[src/rtl/psram_phase_pkg.sv]
`timescale 1ns/1ps
package psram_phase_pkg;

  typedef enum logic [2:0] {
    PH_IDLE,
    PH_SETUP,
    PH_CMD,
    PH_ADDR,
    PH_DUMMY,
    PH_DATA,
    PH_HOLD,
    PH_GAP
  } phase_e;

  // bit 15 of the command word selects write, bit 14 selects register space
  function automatic logic cmd_is_write(input logic [15:0] cmd);
    return cmd[15];
  endfunction

  function automatic logic cmd_is_reg(input logic [15:0] cmd);
    return cmd[14];
  endfunction

endpackage

[src/rtl/psram_phase_seq.sv]
`timescale 1ns/1ps
module psram_phase_seq
  import psram_phase_pkg::*;
#(
  parameter int CS_SETUP = 4,
  parameter int CS_HOLD  = 4,
  parameter int CS_GAP   = 3,
  parameter int DUMMY_W  = 4,
  parameter int LEN_W    = 2,
  parameter int STEP_W   = 5
) (
  input  logic               clk,
  input  logic               rst_n,
  input  logic               start,
  input  logic [DUMMY_W-1:0] dummy_clks,
  input  logic [LEN_W-1:0]   len_m1,
  output phase_e             phase,
  output logic [STEP_W-1:0]  step,
  output logic               done
);

  logic [DUMMY_W-1:0] dummy_q;
  logic [LEN_W-1:0]   len_q;
  logic [STEP_W-1:0]  cur_len;
  phase_e             nxt;

  // length of the current phase in clocks and the phase that follows it
  always_comb begin
    cur_len = STEP_W'(1);
    nxt     = PH_IDLE;
    case (phase)
      PH_SETUP: begin cur_len = STEP_W'(CS_SETUP); nxt = PH_CMD; end
      PH_CMD:   begin cur_len = STEP_W'(1);        nxt = PH_ADDR; end
      PH_ADDR:  begin
        cur_len = STEP_W'(2);
        nxt     = (dummy_q == '0) ? PH_DATA : PH_DUMMY;
      end
      PH_DUMMY: begin cur_len = STEP_W'(dummy_q);         nxt = PH_DATA; end
      PH_DATA:  begin cur_len = STEP_W'(len_q) + 1'b1;    nxt = PH_HOLD; end
      PH_HOLD:  begin cur_len = STEP_W'(CS_HOLD);         nxt = PH_GAP;  end
      PH_GAP:   begin cur_len = STEP_W'(CS_GAP);          nxt = PH_IDLE; end
      default:  begin cur_len = STEP_W'(1);               nxt = PH_IDLE; end
    endcase
  end

  always_ff @(posedge clk) begin
    if (!rst_n) begin
      phase   <= PH_IDLE;
      step    <= '0;
      done    <= 1'b0;
      dummy_q <= '0;
      len_q   <= '0;
    end else begin
      done <= 1'b0;
      if (phase == PH_IDLE) begin
        if (start) begin
          phase   <= PH_SETUP;
          step    <= '0;
          dummy_q <= dummy_clks;
          len_q   <= len_m1;
        end
      end else if (step == cur_len - 1'b1) begin
        step  <= '0;
        phase <= nxt;
        if (phase == PH_GAP) done <= 1'b1;
      end else begin
        step <= step + 1'b1;
      end
    end
  end

  // done is a single-clock pulse
  a_r9_done_pulse: assert property (@(posedge clk) disable iff (!rst_n)
    done |=> !done);

  // done lands in the idle clock right after the gap
  a_r9_done_after_gap: assert property (@(posedge clk) disable iff (!rst_n)
    done |-> (phase == PH_IDLE) && ($past(phase) == PH_GAP));

  // the command phase is entered only after a full setup count
  a_r2_setup_full: assert property (@(posedge clk) disable iff (!rst_n)
    (phase == PH_CMD) |-> ($past(phase) == PH_SETUP) &&
                          ($past(step) == STEP_W'(CS_SETUP - 1)));

  // the gap is entered only after a full hold count
  a_r8_hold_full: assert property (@(posedge clk) disable iff (!rst_n)
    (phase == PH_GAP && $past(phase) == PH_HOLD) |->
      ($past(step) == STEP_W'(CS_HOLD - 1)));

  // latency runs for exactly the latched number of clocks
  a_r5_dummy_len: assert property (@(posedge clk) disable iff (!rst_n)
    (phase == PH_DATA && $past(phase) == PH_DUMMY) |->
      ($past(step) == STEP_W'(dummy_q) - 1'b1));

endmodule

[src/rtl/psram_tx_lanes.sv]
`timescale 1ns/1ps
module psram_tx_lanes
  import psram_phase_pkg::*;
#(
  parameter int LANE_W = 16,
  parameter int BUF_W  = 128,
  parameter int STEP_W = 5
) (
  input  logic              clk,
  input  logic              rst_n,
  input  logic              start,
  input  logic [BUF_W-1:0]  wdata,
  input  logic [15:0]       cmd_q,
  input  logic [31:0]       addr_q,
  input  logic              wide_q,
  input  logic              write_q,
  input  phase_e            phase,
  input  logic [STEP_W-1:0] step,
  output logic [LANE_W-1:0] rise,
  output logic [LANE_W-1:0] fall,
  output logic              oe
);

  localparam int NW = LANE_W / 2;

  logic [BUF_W-1:0] wbuf;

  // write data drains from the low end, one clock's worth of beats at a time
  always_ff @(posedge clk) begin
    if (!rst_n) begin
      wbuf <= '0;
    end else if (start) begin
      wbuf <= wdata;
    end else if (phase == PH_DATA && write_q) begin
      wbuf <= wide_q ? (wbuf >> (2 * LANE_W)) : (wbuf >> LANE_W);
    end
  end

  always_comb begin
    rise = '0;
    fall = '0;
    oe   = 1'b0;
    case (phase)
      PH_CMD: begin
        rise = LANE_W'(cmd_q[15:8]);
        fall = LANE_W'(cmd_q[7:0]);
        oe   = 1'b1;
      end
      PH_ADDR: begin
        oe = 1'b1;
        if (step == '0) begin
          rise = LANE_W'(addr_q[31:24]);
          fall = LANE_W'(addr_q[23:16]);
        end else begin
          rise = LANE_W'(addr_q[15:8]);
          fall = LANE_W'(addr_q[7:0]);
        end
      end
      PH_DATA: begin
        if (write_q) begin
          oe = 1'b1;
          if (wide_q) begin
            rise = wbuf[LANE_W-1:0];
            fall = wbuf[2*LANE_W-1:LANE_W];
          end else begin
            rise = LANE_W'(wbuf[NW-1:0]);
            fall = LANE_W'(wbuf[LANE_W-1:NW]);
          end
        end
      end
      default: ;
    endcase
  end

  // narrow beats leave the upper lanes at zero
  a_r6_narrow_upper: assert property (@(posedge clk) disable iff (!rst_n)
    (phase == PH_DATA && oe && !wide_q) |->
      (rise[LANE_W-1:NW] == '0) && (fall[LANE_W-1:NW] == '0));

  // the lanes are released during latency
  a_r5_quiet_dummy: assert property (@(posedge clk) disable iff (!rst_n)
    (phase == PH_DUMMY) |-> !oe);

  // the lanes are released while read data comes back
  a_r7_read_released: assert property (@(posedge clk) disable iff (!rst_n)
    (phase == PH_DATA && !write_q) |-> !oe);

endmodule

[src/rtl/psram_rx_capture.sv]
`timescale 1ns/1ps
module psram_rx_capture #(
  parameter int LANE_W = 16,
  parameter int BUF_W  = 128,
  parameter int STEP_W = 5
) (
  input  logic              clk,
  input  logic              rst_n,
  input  logic              start,
  input  logic              capture,
  input  logic              wide_q,
  input  logic [STEP_W-1:0] step,
  input  logic [LANE_W-1:0] in_rise,
  input  logic [LANE_W-1:0] in_fall,
  output logic [BUF_W-1:0]  rd_data
);

  localparam int NW    = LANE_W / 2;
  localparam int IDX_W = $clog2(BUF_W);

  logic [IDX_W-1:0] base_w;
  logic [IDX_W-1:0] base_n;

  assign base_w = IDX_W'(IDX_W'(step) * IDX_W'(2 * LANE_W));
  assign base_n = IDX_W'(IDX_W'(step) * IDX_W'(LANE_W));

  always_ff @(posedge clk) begin
    if (!rst_n) begin
      rd_data <= '0;
    end else if (start) begin
      rd_data <= '0;
    end else if (capture) begin
      if (wide_q) begin
        rd_data[base_w +: LANE_W]          <= in_rise;
        rd_data[base_w + LANE_W +: LANE_W] <= in_fall;
      end else begin
        rd_data[base_n +: NW]      <= in_rise[NW-1:0];
        rd_data[base_n + NW +: NW] <= in_fall[NW-1:0];
      end
    end
  end

  // the buffer only moves on acceptance or on a read data clock
  a_r7_buffer_steady: assert property (@(posedge clk) disable iff (!rst_n)
    (!capture && !start) |=> $stable(rd_data));

endmodule

[src/rtl/psram_phase_engine.sv]
`timescale 1ns/1ps
module psram_phase_engine
  import psram_phase_pkg::*;
#(
  parameter int LANE_W        = 16,
  parameter int MAX_DATA_CLKS = 4,
  parameter int CS_SETUP      = 4,
  parameter int CS_HOLD       = 4,
  parameter int CS_GAP        = 3,
  parameter int RD_DUMMY_BITS = 18,
  parameter int WR_DUMMY_BITS = 8,
  localparam int LEN_W        = $clog2(MAX_DATA_CLKS),
  localparam int BUF_W        = MAX_DATA_CLKS * 2 * LANE_W
) (
  input  logic              clk,
  input  logic              rst_n,
  input  logic              req_valid,
  output logic              req_ready,
  input  logic [15:0]       req_cmd,
  input  logic [31:0]       req_addr,
  input  logic              req_wide,
  input  logic [LEN_W-1:0]  req_len,
  input  logic [BUF_W-1:0]  req_wdata,
  output logic              cs_n,
  output logic              ck_en,
  output logic              dq_oe,
  output logic [LANE_W-1:0] dq_out_rise,
  output logic [LANE_W-1:0] dq_out_fall,
  input  logic [LANE_W-1:0] dq_in_rise,
  input  logic [LANE_W-1:0] dq_in_fall,
  output logic              done,
  output logic [BUF_W-1:0]  rd_data
);

  // latency is given in DDR beats; two beats pass per clock
  localparam int RD_DUMMY_CLKS = RD_DUMMY_BITS / 2;
  localparam int WR_DUMMY_CLKS = WR_DUMMY_BITS / 2;
  localparam int DUMMY_MAX     = (RD_DUMMY_CLKS > WR_DUMMY_CLKS) ? RD_DUMMY_CLKS : WR_DUMMY_CLKS;
  localparam int DUMMY_W       = $clog2(DUMMY_MAX + 1);
  localparam int STEP_W        = $clog2(MAX_DATA_CLKS + DUMMY_MAX + CS_SETUP + CS_HOLD + CS_GAP + 4);

  phase_e             phase;
  logic [STEP_W-1:0]  step;
  logic               start;
  logic [DUMMY_W-1:0] dummy_clks;
  logic [15:0]        cmd_q;
  logic [31:0]        addr_q;
  logic               wide_q;
  logic               write_q;

  assign req_ready = (phase == PH_IDLE);
  assign start     = req_valid && req_ready;
  assign cs_n      = (phase == PH_IDLE) || (phase == PH_GAP);
  assign ck_en     = (phase == PH_CMD) || (phase == PH_ADDR) ||
                     (phase == PH_DUMMY) || (phase == PH_DATA);

  always_comb begin
    if (cmd_is_write(req_cmd))
      dummy_clks = cmd_is_reg(req_cmd) ? '0 : DUMMY_W'(WR_DUMMY_CLKS);
    else
      dummy_clks = DUMMY_W'(RD_DUMMY_CLKS);
  end

  always_ff @(posedge clk) begin
    if (!rst_n) begin
      cmd_q   <= '0;
      addr_q  <= '0;
      wide_q  <= 1'b0;
      write_q <= 1'b0;
    end else if (start) begin
      cmd_q   <= req_cmd;
      addr_q  <= req_addr;
      wide_q  <= req_wide;
      write_q <= cmd_is_write(req_cmd);
    end
  end

  psram_phase_seq #(
    .CS_SETUP (CS_SETUP),
    .CS_HOLD  (CS_HOLD),
    .CS_GAP   (CS_GAP),
    .DUMMY_W  (DUMMY_W),
    .LEN_W    (LEN_W),
    .STEP_W   (STEP_W)
  ) u_seq (
    .clk        (clk),
    .rst_n      (rst_n),
    .start      (start),
    .dummy_clks (dummy_clks),
    .len_m1     (req_len),
    .phase      (phase),
    .step       (step),
    .done       (done)
  );

  psram_tx_lanes #(
    .LANE_W (LANE_W),
    .BUF_W  (BUF_W),
    .STEP_W (STEP_W)
  ) u_tx (
    .clk     (clk),
    .rst_n   (rst_n),
    .start   (start),
    .wdata   (req_wdata),
    .cmd_q   (cmd_q),
    .addr_q  (addr_q),
    .wide_q  (wide_q),
    .write_q (write_q),
    .phase   (phase),
    .step    (step),
    .rise    (dq_out_rise),
    .fall    (dq_out_fall),
    .oe      (dq_oe)
  );

  psram_rx_capture #(
    .LANE_W (LANE_W),
    .BUF_W  (BUF_W),
    .STEP_W (STEP_W)
  ) u_rx (
    .clk     (clk),
    .rst_n   (rst_n),
    .start   (start),
    .capture ((phase == PH_DATA) && !write_q),
    .wide_q  (wide_q),
    .step    (step),
    .in_rise (dq_in_rise),
    .in_fall (dq_in_fall),
    .rd_data (rd_data)
  );

  // a ready engine has chip select and clock parked
  a_r1_ready_parked: assert property (@(posedge clk) disable iff (!rst_n)
    req_ready |-> cs_n && !ck_en && !dq_oe);

  // no clock and no drive while chip select is high
  a_r8_deselected_quiet: assert property (@(posedge clk) disable iff (!rst_n)
    cs_n |-> !ck_en && !dq_oe);

  // chip select falls with the clock still stopped
  a_r2_cs_fall_no_clock: assert property (@(posedge clk) disable iff (!rst_n)
    $fell(cs_n) |-> !ck_en);

endmodule

[config.mk]
export PLATFORM = sky130hd
export DESIGN_NAME = psram_phase_engine
export DESIGN_NICKNAME = d
export VERILOG_FILES = /design/src/rtl/psram_phase_pkg.sv /design/src/rtl/psram_phase_seq.sv /design/src/rtl/psram_tx_lanes.sv /design/src/rtl/psram_rx_capture.sv /design/src/rtl/psram_phase_engine.sv
export SDC_FILE = /design/constraint.sdc
export NUM_CORES = 1
export LEC_CHECK = 0
export ABC_CLOCK_PERIOD_IN_PS = 3900
export BUFFER_PORTS_ARGS = -buffer_cell sky130_fd_sc_hd__buf_4
export CORE_MARGIN = 10
export CORE_UTILIZATION = 54
export CTS_CLUSTER_DIAMETER = 120
export CTS_CLUSTER_SIZE = 20
export DETAILED_ROUTE_END_ITERATION = 10
export PLACE_DENSITY = 0.8
export RECOVER_POWER = 100
export SYNTH_ARGS = -nofsm -noshare
export SYNTH_HDL_FRONTEND = slang
export SYNTH_SLANG_ARGS = --single-unit
[constraint.sdc]
create_clock -name clk -period 3.9 [get_ports clk]
set_clock_uncertainty 0.1 [all_clocks]
set_input_delay 0.195 -clock clk [delete_from_list [all_inputs] [get_ports clk]]
set_output_delay 0.195 -clock clk [all_outputs]
set_load 0.01 [all_outputs]
After elaboration in Yosys (flattened, before gate mapping)
Cells that the tools add are included.
{ "totals": {"ramBits": 0, "output_inout_bits": 165, "in_bits": 214, "latch_bits": 0, "word_cells": 88, "regBits": 321, "memories": 0, "mem_bits_ro": 0} }
{ "op_classes": {"reduce_logical": 19, "n_mul": 0, "n_eq_ne": 9, "n_mux": 30, "order_cmp": 0, "bitwise": 2, "add_sub_neg": 9, "n_shift": 8, "div": 0} }
{ "ops": {"columns": ["cell", "count"], "rows": [
  ["$bwmux 128", 4],
  ["$mux 128", 3],
  ["$shift 16x34->128 const A", 1],
  ["$shift 16x9->128 const A", 1],
  ["$shift 8x34->128 const A", 1],
  ["$shift 8x9->128 const A", 1],
  ["$shiftx 16x34->128", 1],
  ["$shiftx 16x9->128", 1],
  ["$shiftx 8x34->128", 1],
  ["$shiftx 8x9->128", 1],
  ["$mux 112", 1],
  ["$pmux 16 s3", 2],
  ["$neg 32->34", 2],
  ["$mux 16", 4],
  ["$pmux 5 s5", 1],
  ["$neg 7->9", 2],
  ["$pmux 3 s6", 1],
  ["$mux 8", 2],
  ["$mux 5", 3],
  ["$eq 3x3->1 const B", 4],
  ["$mux 3", 4],
  ["$add 7x4->8 const B", 1],
  ["$add 7x5->8 const B", 1],
  ["$eq 3x2->1 const B", 2],
  ["20 further kinds", 32]
]} }

Longest topological paths before layout
{ "depth": {"depth_word": 7, "ltp_mapped": 12, "ltp_nobuf": 11} }

Cells and area by module
From an unflattened synthesis, not the netlist that was laid out.
{ "unflattened": {"hier_cells": 1822, "hier_area_um2": 15959.1} }
{ "by_module_without_submodules": {"columns": ["mod", "area_per_inst_um2", "cells_per_inst", "n_inst", "seq_area_each_um2"], "rows": [
  ["psram_tx_lanes", 7138.1, 888, 1, 2562.5],
  ["psram_rx_capture", 5853.1, 600, 1, 2562.5],
  ["psram_phase_engine", 2057.0, 223, 1, 980.9],
  ["psram_phase_seq", 910.9, 111, 1, 300.3]
]} }

Least setup slack after synthesis
Ideal clock, no wire load.
{ "synth_path": {"path_type": "register to register", "from": "reg u_seq.phase[0]", "to": "reg u_seq.phase[0]", "arrival_time_ns": 2.637, "n_path_buf": 0, "setup_time_ns": 0.119, "setup_slack_ns": 1.045, "stages_incl_launch_ff": 12, "period_less_slack_ns": 2.855, "t_required_ns": 3.681, "cell_sequence": "dfxtp_1 -> inv_1 -> ha_1 -> or2_1 -> a211oi_2 -> nor2_1 -> ha_1 -> and3_1 -> and3_1 -> a211o_1 -> a41o_1 -> o221a_1"} }
{ "synth_between": {"elab_chain_cells": 7, "elab_cells_between_ends": 19, "classes_between": "add/sub: 1; eq/ne: 9; mux: 4; reduce/logical: 5"} }
{ "synth_lines": {"columns": ["element", "line_no", "source"], "rows": [
  ["start, declared", "psram_phase_seq.sv:17", "output phase_e phase,"],
  ["start signal, assigned", "psram_phase_seq.sv:64", "phase <= nxt;"],
  ["$eq 3x1->1 or $eq 3x3->1 (tied branches)", "psram_phase_seq.sv:31", "case (phase)"],
  ["$reduce_or 2->1 (no source line)", null, null],
  ["$pmux 5 s5", "psram_phase_seq.sv:31", null],
  ["$sub 5x1->5", "psram_phase_seq.sv:62", "end else if (step == cur_len - 1'b1) begin"],
  ["$eq 5x5->1", "psram_phase_seq.sv:62", null],
  ["$reduce_bool 2->1 (no source line)", null, null],
  ["$reduce_and 2->1 (no source line)", null, null]
]} }
Parallel ways exist; a longest one is shown, timed or not. The select of a mux whose other input is x is not followed.
A chain may end at the register's enable or synchronous reset.

Final worst setup path
{ "layout_path": {"from": "reg u_seq.step[1]", "to": "out dq_out_fall[3]"} }
{ "layout_between": {"elab_chain_cells": 3} }
{ "layout_lines": {"columns": ["element", "line_no", "source"], "rows": [
  ["start, declared", "psram_phase_seq.sv:18", "output logic [STEP_W-1:0] step,"],
  ["start signal, assigned", "psram_phase_seq.sv:67", "step <= step + 1'b1;"],
  ["$logic_not 5->1", "psram_tx_lanes.sv:51", "if (step == '0) begin"],
  ["$mux 8", "psram_tx_lanes.sv:51", null],
  ["$pmux 16 s3", "psram_tx_lanes.sv:43", "case (phase)"],
  ["end, declared", "psram_phase_engine.sv:28", "output logic [LANE_W-1:0] dq_out_fall,"]
]} }
No other way between the ends.

==> metrics.csv <==
metric,value,unit
post-synthesis async set-or-reset flop share,0,%
clk buf depth,3,
Buffers on Ports,378,
share of cells above drive strength 1,12.8,%
Layout Nets,2597,
Slew @ Worst Pin,1.33,ns
Root Buffer,clkbuf_16,
Via-to-Cell Ratio,6.14,
CTS Buf Count,19,
"top cells by area, synth","dfxtp_1 41%, nand2_1 8.6%, mux2i_1 7.9%, a21oi_1 6.2%, o211ai_1 4.6%",
io pins,379,
"Req. time, crit path",3.61,ns
setup TNS,0,ns
synthesized flop and latch total,318,
final hold violations,0,
Commonest cells post-synth,"360 x nand2_1, 318 x dfxtp_1, 195 x a21oi_1",
Core Area,28600,um^2
post-synthesis sequential area ratio,40.7,%
PnR worst setup slack,0.456,ns
Non-Filler Instances,2759,
Routed Antenna Nets,0,
cells after synthesis,1916,
Core Rows,62,
vias,16934,
Internal,5.69,mW
vias in the first global route,16009,
Syn Nets,2146,
headroom to the max-slew limit,11.4,%
die height,190,um
pwr dens,442,nW/um^2
combinational power share,33.7,%
multi-input logic area,8470,um^2
Final Setup Violations,0,
NetSw,3.34,mW
top_reg_cell synth,dfxtp_1,
TritonCTS clock tree,done,
synthesis-to-finish area growth,30.7,%
CTS Sinks,318,
Residual DRC,0,
"CTS clk-pin slew, worst paths",0.09,ns
Setup WS pre-CTS,0.671,ns
Worst Hold Class,input port to flop,
Die Wd,190,um
Initial DRT Pass Iterations,6,
sw frac,37.0,%
H-tree lvl count,1,
initial antenna violation count,6,
Max Fclk,290,MHz
post-route clock period utilization,88.3,%
final slew viol count,0,
minimum clock period,3.44,ns
CP arrival,3.15,ns
Final Wtd Congestion,0.952,
Synth area leader,dfxtp_1,
Post-Syn Area,15600,um^2
total grt overflow,0,
Filler Cells Inserted,2232,
sequential power share,44.2,%
"count leader, synth",nand2_1,
clk_lat worst skew,0.51,ns
drt total wl,60900,um
effective utilization at floorplan,54.6,%
Placed Cells,2524,
GR Util All Layers,31.6,%
initial DRC count,1923,
crit path max fanout,16,
Synth Warn #,0,
Synth cell types,62,
share of the synthesized area in the top cell type,40.7,%
critical path type,flop to output port,
register area,6370,um^2
Post-synth EDFFs,0,
first-pass GRT wire length,93100,um
largest net degree at the start of global routing,183,
clock power share,22.1,%
post-cts repair resize count,0,
outcome,completed,
post-DR wirelength/cell,22.1,um
max_cap viols,0,
leakage power,7.09,nW
Avg Inst Size Synth,8.15,um^2
HPWL after DPL,39000,um
VDD IR max,362,uV
Setup crit start kind,flop,
critical path capture point type,output port,
die area,36100,um^2
RSZ-0062 raised after global routing,no,
==> power by group through the flow <==
stage	logic, mW	clock network, mW	registers (mW)
floorplan	2.05	0	3.87
global placement	2.73	0	4.01
detailed placement	2.79	0	4.02
CTS	2.96	2.01	3.95
global route	3.26	2.14	4.02
finish	3.04	1.99	3.99
==> layer usage <==
metal / track usage (%) / up-vias / wire length [um]
li1: - / 7765 / -
met1: 41.1 / 7878 / 24100
met2: 48.9 / 1077 / 27400
met3: 7.27 / 212 / 6240
met4: 14.6 / 2 / 3040
met5: 0 / - / 13
==> logic make-up (layout without fill, tap and decap cells) <==
group,Yosys count,count (layout),synth area share [%]
other cells,0,8,0
compound gates,558,558,24.4
xor+xnor,4,4,0.392
fa+ha+maj,16,16,1.28
simple gates,708,708,20.3
buf+inv,189,640,5.00
flops,318,318,40.7
mux,123,123,7.88
==> worst max-delay path, cell delays in order, from the launching register on <==
cell and delay (ns):
dfxtp_1 0.67, inv_1 0.32, ha_1 0.35, nor4b_2 0.19, buf_4 0.26, mux2i_1 0.19
o221ai_1 0.40, clkbuf_1 0.24
==> worst paths after layout <==
path | from | to | slack, ns | cells past startpoint
worst max-delay path | u_seq.step[1] | dq_out_fall[3] | 0.46 | 7
worst min-delay path | dq_in_fall[2] | u_rx.rd_data[58] | 0.04 | 3
worst max register to register | u_seq.step[1] | u_rx.rd_data[81] | 0.49 | 8
worst min register to register | addr_q[3] | addr_q[3] | 0.36 | 2
==> stage by stage <==
| step | hold WS, ns | power (mW) | instance area, um^2 | utilization, % |
|---|---|---|---|---|
| 5_1_grt | 0.0585 | 9.42 | 20400 | 71.3 |
| 3_5_place_dp | 0.347 | 6.81 | 18500 | 64.6 |
| 3_3_place_gp | 0.339 | 6.74 | 18500 | 64.6 |
| 4_1_cts | 0.0246 | 8.92 | 21000 | 73.5 |
| 2_1_floorplan | 0.231 | 5.92 | 15600 | - |
| 6_report | 0.0405 | 9.03 | 20400 | 71.3 |
==> layout make-up <==
class | count | area share [%]
Multi-Input combinational cell | 1409 | 41.5
Clock buffer | 21 | 2.41
Antenna cell | 8 | 0.0980
Inverter | 11 | 0.227
Tap cell | 384 | 2.35
Timing Repair Buffer | 608 | 22.3
Sequential cell | 318 | 31.2
==> cells in the final DEF (no fill, tap or decap), drive strengths merged, types with 8 or more instances in the layout <==
cell,Yosys,final
nor2,182,182
o21ai,12,12
dfxtp,318,318
o221a,9,9
a211oi,89,89
nand2,360,360
nand2b,17,17
clkbuf,112,181
dlygate4sd3,0,206
ha,16,16
and3,25,25
nor2b,19,19
diode,0,8
nand3,15,15
mux2i,123,123
nand3b,17,17
a311oi,19,19
nor3,25,25
a21oi,204,204
nor3b,25,25
o211ai,96,96
buf,66,242
a22oi,84,84
inv,11,11
a32oi,19,19
o221ai,8,8
==> registers in the layout, summed over array words and instances, names as in the netlist <==
signal,flops
u_seq.phase,3
u_rx.rd_data,128
u_tx.wbuf,128
u_seq.step,5
cmd_q,16
addr_q,32
u_seq.len_q,2
u_seq.done,1
u_seq.dummy_q,2
wide_q,1
==> repair_timing <==
item / in CTS / in global routing
hold endpoints to repair: 228 / 0
hold buffers: 206 / 0
buffers inserted: 0 / 0
Power figures use the tool's default switching activity.
